<file path="src/rtl/bt_pkg.sv">
package bt_pkg;
   localparam int NCODE = 14;
   localparam int CW    = 4;

   // violation codes (bit index in the violation vectors)
   localparam int V_RC      = 1;
   localparam int V_RAS     = 2;
   localparam int V_RASMAX  = 3;
   localparam int V_RP      = 4;
   localparam int V_PP      = 5;
   localparam int V_RR      = 6;
   localparam int V_RCD     = 7;
   localparam int V_CC      = 8;
   localparam int V_RTR     = 9;
   localparam int V_RDP     = 10;
   localparam int V_RTP     = 11;
   localparam int V_CLOSED  = 12;
   localparam int V_REOPEN  = 13;

   localparam logic       ROW_ACT = 1'b0;
   localparam logic       ROW_PRE = 1'b1;
   localparam logic [1:0] COL_RD  = 2'd0;
   localparam logic [1:0] COL_WR  = 2'd1;
   localparam logic [1:0] COL_RET = 2'd2;
   localparam logic [1:0] COL_PRE = 2'd3;
endpackage

</file>
<file path="src/rtl/bt_dncnt.sv">
module bt_dncnt #(
   parameter int unsigned SPAN = 4
) (
   input  logic clk,
   input  logic rst,
   input  logic load_i,
   output logic busy_o
);
   localparam int unsigned START = (SPAN > 0) ? SPAN - 1 : 0;
   localparam int          W     = (START < 2) ? 1 : $clog2(START + 1);

   generate
      if (SPAN < 1) begin : g_bad_span
         $error("bt_dncnt: SPAN must be at least 1");
      end
   endgenerate

   logic [W-1:0] cnt_q;

   always_ff @(posedge clk) begin
      if (rst)
         cnt_q <= '0;
      else if (load_i)
         cnt_q <= W'(START);
      else if (cnt_q != '0)
         cnt_q <= cnt_q - 1'b1;
   end

   assign busy_o = (cnt_q != '0);

   generate
      if (START > 0) begin : g_chk

         span_load_chk: assert property (@(posedge clk) disable iff (rst)
            load_i |=> busy_o);
      end
   endgenerate
endmodule

</file>
<file path="src/rtl/bt_bank.sv">
module bt_bank
   import bt_pkg::*;
#(
   parameter int unsigned RC_CYC      = 28,
   parameter int unsigned RAS_CYC     = 20,
   parameter int unsigned RAS_MAX_CYC = 25600,
   parameter int unsigned RP_CYC      = 8,
   parameter int unsigned RCD_CYC     = 7,
   parameter int unsigned RTR_CYC     = 8,
   parameter int unsigned RDP_CYC     = 4,
   parameter int unsigned RTP_CYC     = 4
) (
   input  logic             clk,
   input  logic             rst,
   input  logic             act_i,
   input  logic             rpre_i,
   input  logic             rd_i,
   input  logic             wr_i,
   input  logic             ret_i,
   input  logic             cpre_i,
   output logic [NCODE-1:0] viol_o
);
   localparam int MW = $clog2(RAS_MAX_CYC + 1);

   generate
      if (RAS_MAX_CYC < RAS_CYC) begin : g_bad_max
         $error("bt_bank: RAS_MAX_CYC below RAS_CYC");
      end
   endgenerate

   logic pre;
   logic open_q;
   logic rc_b, ras_b, rp_b, rcd_b, rtr_b, rdp_b, rtp_b;
   logic [MW-1:0] live_q;

   assign pre = rpre_i | cpre_i;

   bt_dncnt #(.SPAN(RC_CYC))  u_rc  (.clk(clk), .rst(rst), .load_i(act_i), .busy_o(rc_b));
   bt_dncnt #(.SPAN(RAS_CYC)) u_ras (.clk(clk), .rst(rst), .load_i(act_i), .busy_o(ras_b));
   bt_dncnt #(.SPAN(RP_CYC))  u_rp  (.clk(clk), .rst(rst), .load_i(pre),   .busy_o(rp_b));
   bt_dncnt #(.SPAN(RCD_CYC)) u_rcd (.clk(clk), .rst(rst), .load_i(act_i), .busy_o(rcd_b));
   bt_dncnt #(.SPAN(RTR_CYC)) u_rtr (.clk(clk), .rst(rst), .load_i(wr_i),  .busy_o(rtr_b));
   bt_dncnt #(.SPAN(RDP_CYC)) u_rdp (.clk(clk), .rst(rst), .load_i(rd_i),  .busy_o(rdp_b));
   bt_dncnt #(.SPAN(RTP_CYC)) u_rtp (.clk(clk), .rst(rst), .load_i(ret_i), .busy_o(rtp_b));

   // open/closed state; an activate outranks a same-cycle column precharge
   always_ff @(posedge clk) begin
      if (rst)
         open_q <= 1'b0;
      else if (act_i)
         open_q <= 1'b1;
      else if (pre)
         open_q <= 1'b0;
   end

   // open-time budget, counts down while the bank is open
   always_ff @(posedge clk) begin
      if (rst)
         live_q <= '0;
      else if (act_i)
         live_q <= MW'(RAS_MAX_CYC);
      else if (open_q && live_q != '0)
         live_q <= live_q - 1'b1;
   end

   always_comb begin
      viol_o           = '0;
      viol_o[V_RC]     = act_i & rc_b;
      viol_o[V_RAS]    = pre & ras_b;
      viol_o[V_RASMAX] = open_q & (live_q == '0) & ~pre & ~act_i;
      viol_o[V_RP]     = act_i & rp_b;
      viol_o[V_RCD]    = (rd_i | wr_i) & rcd_b;
      viol_o[V_RTR]    = ret_i & rtr_b;
      viol_o[V_RDP]    = pre & rdp_b;
      viol_o[V_RTP]    = pre & rtp_b;
      viol_o[V_CLOSED] = (rd_i | wr_i | ret_i) & ~open_q;
      viol_o[V_REOPEN] = act_i & open_q;
   end


   open_src_chk: assert property (@(posedge clk) disable iff (rst)
      $rose(open_q) |-> $past(act_i));


   close_src_chk: assert property (@(posedge clk) disable iff (rst)
      $fell(open_q) |-> $past(pre));
endmodule

</file>
<file path="src/rtl/bank_timing_mon.sv">
module bank_timing_mon
   import bt_pkg::*;
#(
   parameter int unsigned BANKS       = 32,
   parameter int unsigned RC_CYC      = 28,
   parameter int unsigned RAS_CYC     = 20,
   parameter int unsigned RAS_MAX_CYC = 25600,
   parameter int unsigned RP_CYC      = 8,
   parameter int unsigned PP_CYC      = 8,
   parameter int unsigned RR_CYC      = 8,
   parameter int unsigned RCD_CYC     = 7,
   parameter int unsigned CC_CYC      = 4,
   parameter int unsigned RTR_CYC     = 8,
   parameter int unsigned RDP_CYC     = 4,
   parameter int unsigned RTP_CYC     = 4
) (
   input  logic                     clk,
   input  logic                     rst,
   input  logic                     row_vld,
   input  logic                     row_op,
   input  logic [$clog2(BANKS)-1:0] row_bank,
   input  logic                     col_vld,
   input  logic [1:0]               col_op,
   input  logic [$clog2(BANKS)-1:0] col_bank,
   output logic                     err_flag,
   output logic [CW-1:0]            err_code
);
   localparam int BW = $clog2(BANKS);

   generate
      if (BANKS < 2 || (1 << BW) != BANKS) begin : g_bad_banks
         $error("bank_timing_mon: BANKS must be a power of two, at least 2");
      end
   endgenerate

   logic             row_act, row_pre;
   logic             pp_b, rr_b, cc_b;
   logic [NCODE-1:0] bank_viol [BANKS];
   logic [NCODE-1:0] all_viol;
   logic             any_viol;
   logic [CW-1:0]    first_code;

   assign row_act = row_vld & (row_op == ROW_ACT);
   assign row_pre = row_vld & (row_op == ROW_PRE);

   // device-wide spacing timers
   bt_dncnt #(.SPAN(PP_CYC)) u_pp (.clk(clk), .rst(rst), .load_i(row_pre), .busy_o(pp_b));
   bt_dncnt #(.SPAN(RR_CYC)) u_rr (.clk(clk), .rst(rst), .load_i(row_act), .busy_o(rr_b));
   bt_dncnt #(.SPAN(CC_CYC)) u_cc (.clk(clk), .rst(rst), .load_i(col_vld), .busy_o(cc_b));

   // one tracker per bank
   generate
      for (genvar b = 0; b < BANKS; b++) begin : g_bank
         logic rhit, chit;
         assign rhit = row_vld & (row_bank == BW'(b));
         assign chit = col_vld & (col_bank == BW'(b));

         bt_bank #(
            .RC_CYC(RC_CYC), .RAS_CYC(RAS_CYC), .RAS_MAX_CYC(RAS_MAX_CYC),
            .RP_CYC(RP_CYC), .RCD_CYC(RCD_CYC), .RTR_CYC(RTR_CYC),
            .RDP_CYC(RDP_CYC), .RTP_CYC(RTP_CYC)
         ) u_bank (
            .clk    (clk),
            .rst    (rst),
            .act_i  (rhit & (row_op == ROW_ACT)),
            .rpre_i (rhit & (row_op == ROW_PRE)),
            .rd_i   (chit & (col_op == COL_RD)),
            .wr_i   (chit & (col_op == COL_WR)),
            .ret_i  (chit & (col_op == COL_RET)),
            .cpre_i (chit & (col_op == COL_PRE)),
            .viol_o (bank_viol[b])
         );
      end
   endgenerate

   always_comb begin
      all_viol = '0;
      for (int b = 0; b < int'(BANKS); b++)
         all_viol = all_viol | bank_viol[b];
      all_viol[V_PP] = all_viol[V_PP] | (row_pre & pp_b);
      all_viol[V_RR] = all_viol[V_RR] | (row_act & rr_b);
      all_viol[V_CC] = all_viol[V_CC] | (col_vld & cc_b);
   end

   assign any_viol = |all_viol;

   // lowest code wins among same-cycle violations
   always_comb begin
      first_code = '0;
      for (int i = NCODE - 1; i >= 1; i--)
         if (all_viol[i]) first_code = CW'(i);
   end

   always_ff @(posedge clk) begin
      if (rst) begin
         err_flag <= 1'b0;
         err_code <= '0;
      end else if (!err_flag && any_viol) begin
         err_flag <= 1'b1;
         err_code <= first_code;
      end
   end


   flag_sticky_chk: assert property (@(posedge clk) disable iff (rst)
      err_flag |=> err_flag);


   code_hold_chk: assert property (@(posedge clk) disable iff (rst)
      err_flag |=> $stable(err_code));


   code_valid_chk: assert property (@(posedge clk) disable iff (rst)
      err_flag |-> (err_code != '0));

   generate
      if (CC_CYC >= 2) begin : g_cc_chk

         col_burst_chk: assert property (@(posedge clk) disable iff (rst)
            (col_vld && $past(col_vld) && !$past(rst)) |=> err_flag);
      end
   endgenerate
endmodule

</file>
<file path="config.mk">
export PLATFORM = sky130hd
export DESIGN_NAME = bank_timing_mon
export DESIGN_NICKNAME = d
export VERILOG_FILES = /design/src/rtl/bt_pkg.sv /design/src/rtl/bt_dncnt.sv /design/src/rtl/bt_bank.sv /design/src/rtl/bank_timing_mon.sv
export SDC_FILE = /design/constraint.sdc
export NUM_CORES = 2
export LEC_CHECK = 0
export CORE_MARGIN = 1
export CORE_UTILIZATION = 45
export CTS_CLUSTER_SIZE = 24
export DETAILED_ROUTE_END_ITERATION = 10
export PLACE_DENSITY = 0.63
export SLEW_MARGIN = 20
export SYNTH_ARGS = -nofsm -noshare
export SYNTH_HDL_FRONTEND = slang
export SYNTH_SLANG_ARGS = --single-unit
</file>
<file path="constraint.sdc">
create_clock -name clk -period 4.48 [get_ports clk]
set_input_delay 0.896 -clock clk [delete_from_list [all_inputs] [get_ports clk]]
set_output_delay 0.896 -clock clk [all_outputs]
set_load 0.01 [all_outputs]
</file>
==> key figures <==
Clock network
  • Clock buffer count from CTS: 140
  • Clk root buf: clkbuf_16
  • H-tree levels: 4
  • Setup Fix Bufs, Post-CTS: 0
  • Post-CTS Hold Fix Bufs: 0
  • Longest Clk Path Bufs: 3
  • Post-cts resize count: 0
  • Clock insertion delay at the later pin of the skew report: 0.77 ns
  • CTS tree: yes
  • Reg clk slew, reported paths: 0.06 ns
  • Clock net sink count: 1261

Pwr
  • P_leak: 27.3 nW
  • Sw Share: between 30% and 40%
  • Power Total: 0.0444 W
  • Net Switching: 0.0158 W
  • Flop pwr share: 35.0%
  • Power Density: 645 nW/um2
  • Max rail drop VDD: 0.506 mV
  • Internal Pwr Total: around 0.029 W
  • Gate power share: 39.0%
  • Share of total power in the clock network: 26.0%

Status
  • Status: finished, final reports clean

Synth
  • Count leader, synth: dfxtp_1
  • Post-synthesis cell type count: 90
  • Netlist Area Pre-Place: 60800 um2
  • Leading area contributor after synthesis: dfxtp_1
  • Syn_area_per_cell: 8.64 um2
  • Number of synthesized register bits: 1261
  • Synth Flop Type: dfxtp_1
  • Commonest cells post-synth: 1261 x dfxtp_1, 862 x a21oi_1, 672 x nor2_1, 550 x inv_1, 511 x nand2_1
  • Yosys top cell area share: 41.5%
  • Main area contributors after synthesis: dfxtp_1 41%, ha_1 8.2%, a21oi_1 7.1%, xnor2_1 6.9%, nor2_1 4.1%
  • Synth Instances: 7037
  • Post-synth EDFFs: 0
  • Share of synthesized registers carrying an async set or reset: 0%
  • Synthesized Nets: 7455
  • Sequential area share after synthesis: 41.5%
  • Yosys warnings: 0

Place
  • DP HPWL: 127000 um
  • GPL Wtd Cong: approximately 1.0
  • Setup WS pre-CTS: -0.0898 ns
  • IO buf count: 21

Setup path
  • Crit start category: primary input
  • CP required: roughly 5.1 ns
  • Crit-path max FO: 29
  • Worst Setup SP: row_bank[2]
  • Worst reg2reg startpoint: g_bank[16].u_bank.u_rcd.cnt_q[1]
  • R2R depth: 12
  • Reg-to-reg critical path endpoint: err_flag
  • R2r setup slk: 0.61 ns
  • Critical Path End: err_code[1]
  • Worst Setup End Kind: flop
  • Setup CP Type: primary input to flop
  • Arrival time at the worst endpoint: 4.61 ns

Global routing
  • Vias in the first global route: ~46000
  • Initial antenna violation count: 8
  • Global route overflow: 0
  • Largest net degree at the start of global routing: 165
  • Total Routing Usage GR: about a quarter
  • First-pass GRT wire length: between 200000 and 300000 um

Routing
  • Via/cell ratio: 5.40
  • Total wire length: 169000 um
  • Via count: 49000
  • Number of iterations in the first detailed-routing pass: 5
  • Drt wl/cell: 18.6 um
  • Remaining DRCs: 0
  • Initial drt markers: 3394
  • Final ANT Viol Nets: 0

Die
  • Row cnt: 134
  • Horiz. Die Dim: 370 um
  • Die Footprint: roughly 140000 um2
  • Initial core utilization: 45.5%
  • I/O pin count: 22
  • Core area: about 130000 um2
  • Chip height: around 370 um

Layout
  • Layout Nets: roughly 7600
  • Layout cells sized above 1: 9.21%
  • Register Area: 25200 um2
  • P&R area growth vs syn: 13.2%
  • Core Util, Final: around half
  • Multi-input logic area: 32500 um2
  • Fill cells: approximately 13000

Timing
  • Minimum clock period after layout: 3.98 ns
  • Final Hold Fails: 0
  • Crit share post-route: about nine tenths
  • RSZ-0062 raised after global routing: false
  • Max Clk Rate: approximately 0.25 GHz
  • Tightest Pin Transition: roughly 1.2 ns
  • Clock skew: 0.0274 ns
  • Relative slew slack: between 20% and 30%
  • # setup viols final: 0
  • Max-slew violation count: 0
  • Final worst slack: 0.503 ns

Flow run
  • Max Cap Violations: 0

Hold path
  • Worst min path class: flop to flop
  • Hold path startpoint: g_bank[9].u_bank.u_rc.cnt_q[4]
==> worst min-delay path by stage <==
stage | slack, ns | cells after the start | end
detailed placement | 0.45 | 2 | g_bank[29].u_bank.u_ras.cnt_q[4]
global route | 0.47 | 2 | g_bank[28].u_bank.u_ras.cnt_q[4]
finish | 0.45 | 2 | g_bank[9].u_bank.u_rc.cnt_q[4]
floorplan | 0.44 | 2 | g_bank[11].u_bank.live_q[5]
CTS | 0.45 | 2 | g_bank[9].u_bank.u_rc.cnt_q[4]
global placement | 0.44 | 2 | g_bank[14].u_bank.u_rc.cnt_q[4]
==> critical path, cell delays in order <==
cell and delay, ns:
clkdlybuf4s50_1 0.51, buf_12 0.19, buf_4 0.19, nor4b_2 0.08, buf_4 0.20, a22oi_1 0.55, o22ai_1 0.20, nor4_1 0.42
buf_4 0.18, nand2_1 0.06, nor4_2 0.47, nand4_1 0.21, o31a_1 0.31, mux2i_1 0.12
==> cell type report <==
type / count / area share, %
Clock buffer: 208 / 6.03
Timing Repair Buffer: 269 / 3.21
Antenna cell: 5 / 0.0182
Multi-Input combinational cell: 4967 / 47.2
Clock inverter: 42 / 0.692
Sequential cell: 1261 / 36.7
Inverter: 551 / 3.00
Tap cell: 1768 / 3.21
==> through the flow <==
stage / cell area [um2] / instances / hold WS (ns) / TNS, ns
floorplan: 60800 / 7037 / 0.436 / 0
global placement: 64200 / 8816 / 0.441 / -0.0952
detailed placement: 64200 / 8816 / 0.447 / -0.218
CTS: 68900 / 9066 / 0.455 / 0
global route: 68900 / 9067 / 0.472 / 0
finish: 68900 / 9071 / 0.453 / 0
==> placed cells by master (no fill, tap or decap), types with 30 or more instances in the layout <==
master,netlist,layout
clkbuf_16,0,144
or4_1,64,64
nor3_1,356,356
dfxtp_1,1261,1261
mux2i_1,106,106
nand3b_1,30,30
xnor2_1,478,478
ha_1,401,401
a21oi_1,862,862
clkbuf_1,200,33
buf_4,11,237
or3_1,104,104
nand4_1,52,52
nor2_1,672,671
nor4b_1,43,40
a211oi_1,30,30
nor4_1,134,132
a22oi_1,31,31
clkbuf_8,0,31
nand2_1,511,511
mux2_2,110,110
nand3_1,96,96
xor2_1,208,208
inv_1,550,550
a31oi_1,38,38
o22ai_1,63,63
o21ai_0,187,187
nand2b_1,89,89
==> power groups by stage <==
| stage | combinational (W) | sequential [W] | clock [W] |
|---|---|---|---|
| after floorplan | 0.0127 | 0.0154 | 0 |
| after global placement | 0.0167 | 0.0157 | 0 |
| after CTS | 0.0174 | 0.0155 | 0.0118 |
| final | 0.0173 | 0.0156 | 0.0115 |
| after detailed placement | 0.0172 | 0.0157 | 0 |
| after global routing | 0.0194 | 0.0159 | 0.0123 |
==> cell families (layout without fill, tap and decap cells) <==
group                      Yosys count  count (layout)  share of synthesized area [%]
and+or+nand+nor                   2339            2339                           19.2
other                                0               5                              0
muxes                              216             216                           3.78
AOI/OAI and AO/OA                 1325            1325                           12.1
adders and majority gates          401             401                           8.25
buffers and inverters              809            1070                           5.22
xor gates and xnor gates           686             686                           9.88
DFF                               1261            1261                           41.5
==> sequential cells by signal (all words and copies together), names as in the netlist, 2 cells and up <==
register,count
g_bank.u_bank.live_q,480
g_bank.u_bank.u_ras.cnt_q,160
g_bank.u_bank.u_rc.cnt_q,160
g_bank.u_bank.u_rcd.cnt_q,96
g_bank.u_bank.u_rp.cnt_q,96
g_bank.u_bank.u_rtr.cnt_q,96
g_bank.u_bank.u_rdp.cnt_q,64
g_bank.u_bank.u_rtp.cnt_q,64
g_bank.u_bank.open_q,32
err_code,4
u_pp.cnt_q,3
u_rr.cnt_q,3
u_cc.cnt_q,2
==> routing by layer <==
layer  up-vias  global-route usage, %  routed length [um]
li1      24500                      -                   -
met1     23300                   32.0               76600
met2       963                   38.4               74200
met3       329                   4.92                9900
met4         4                   11.4                8020
met5         -                      0                  23
Note: power is estimated with default switching activity, not from simulation.
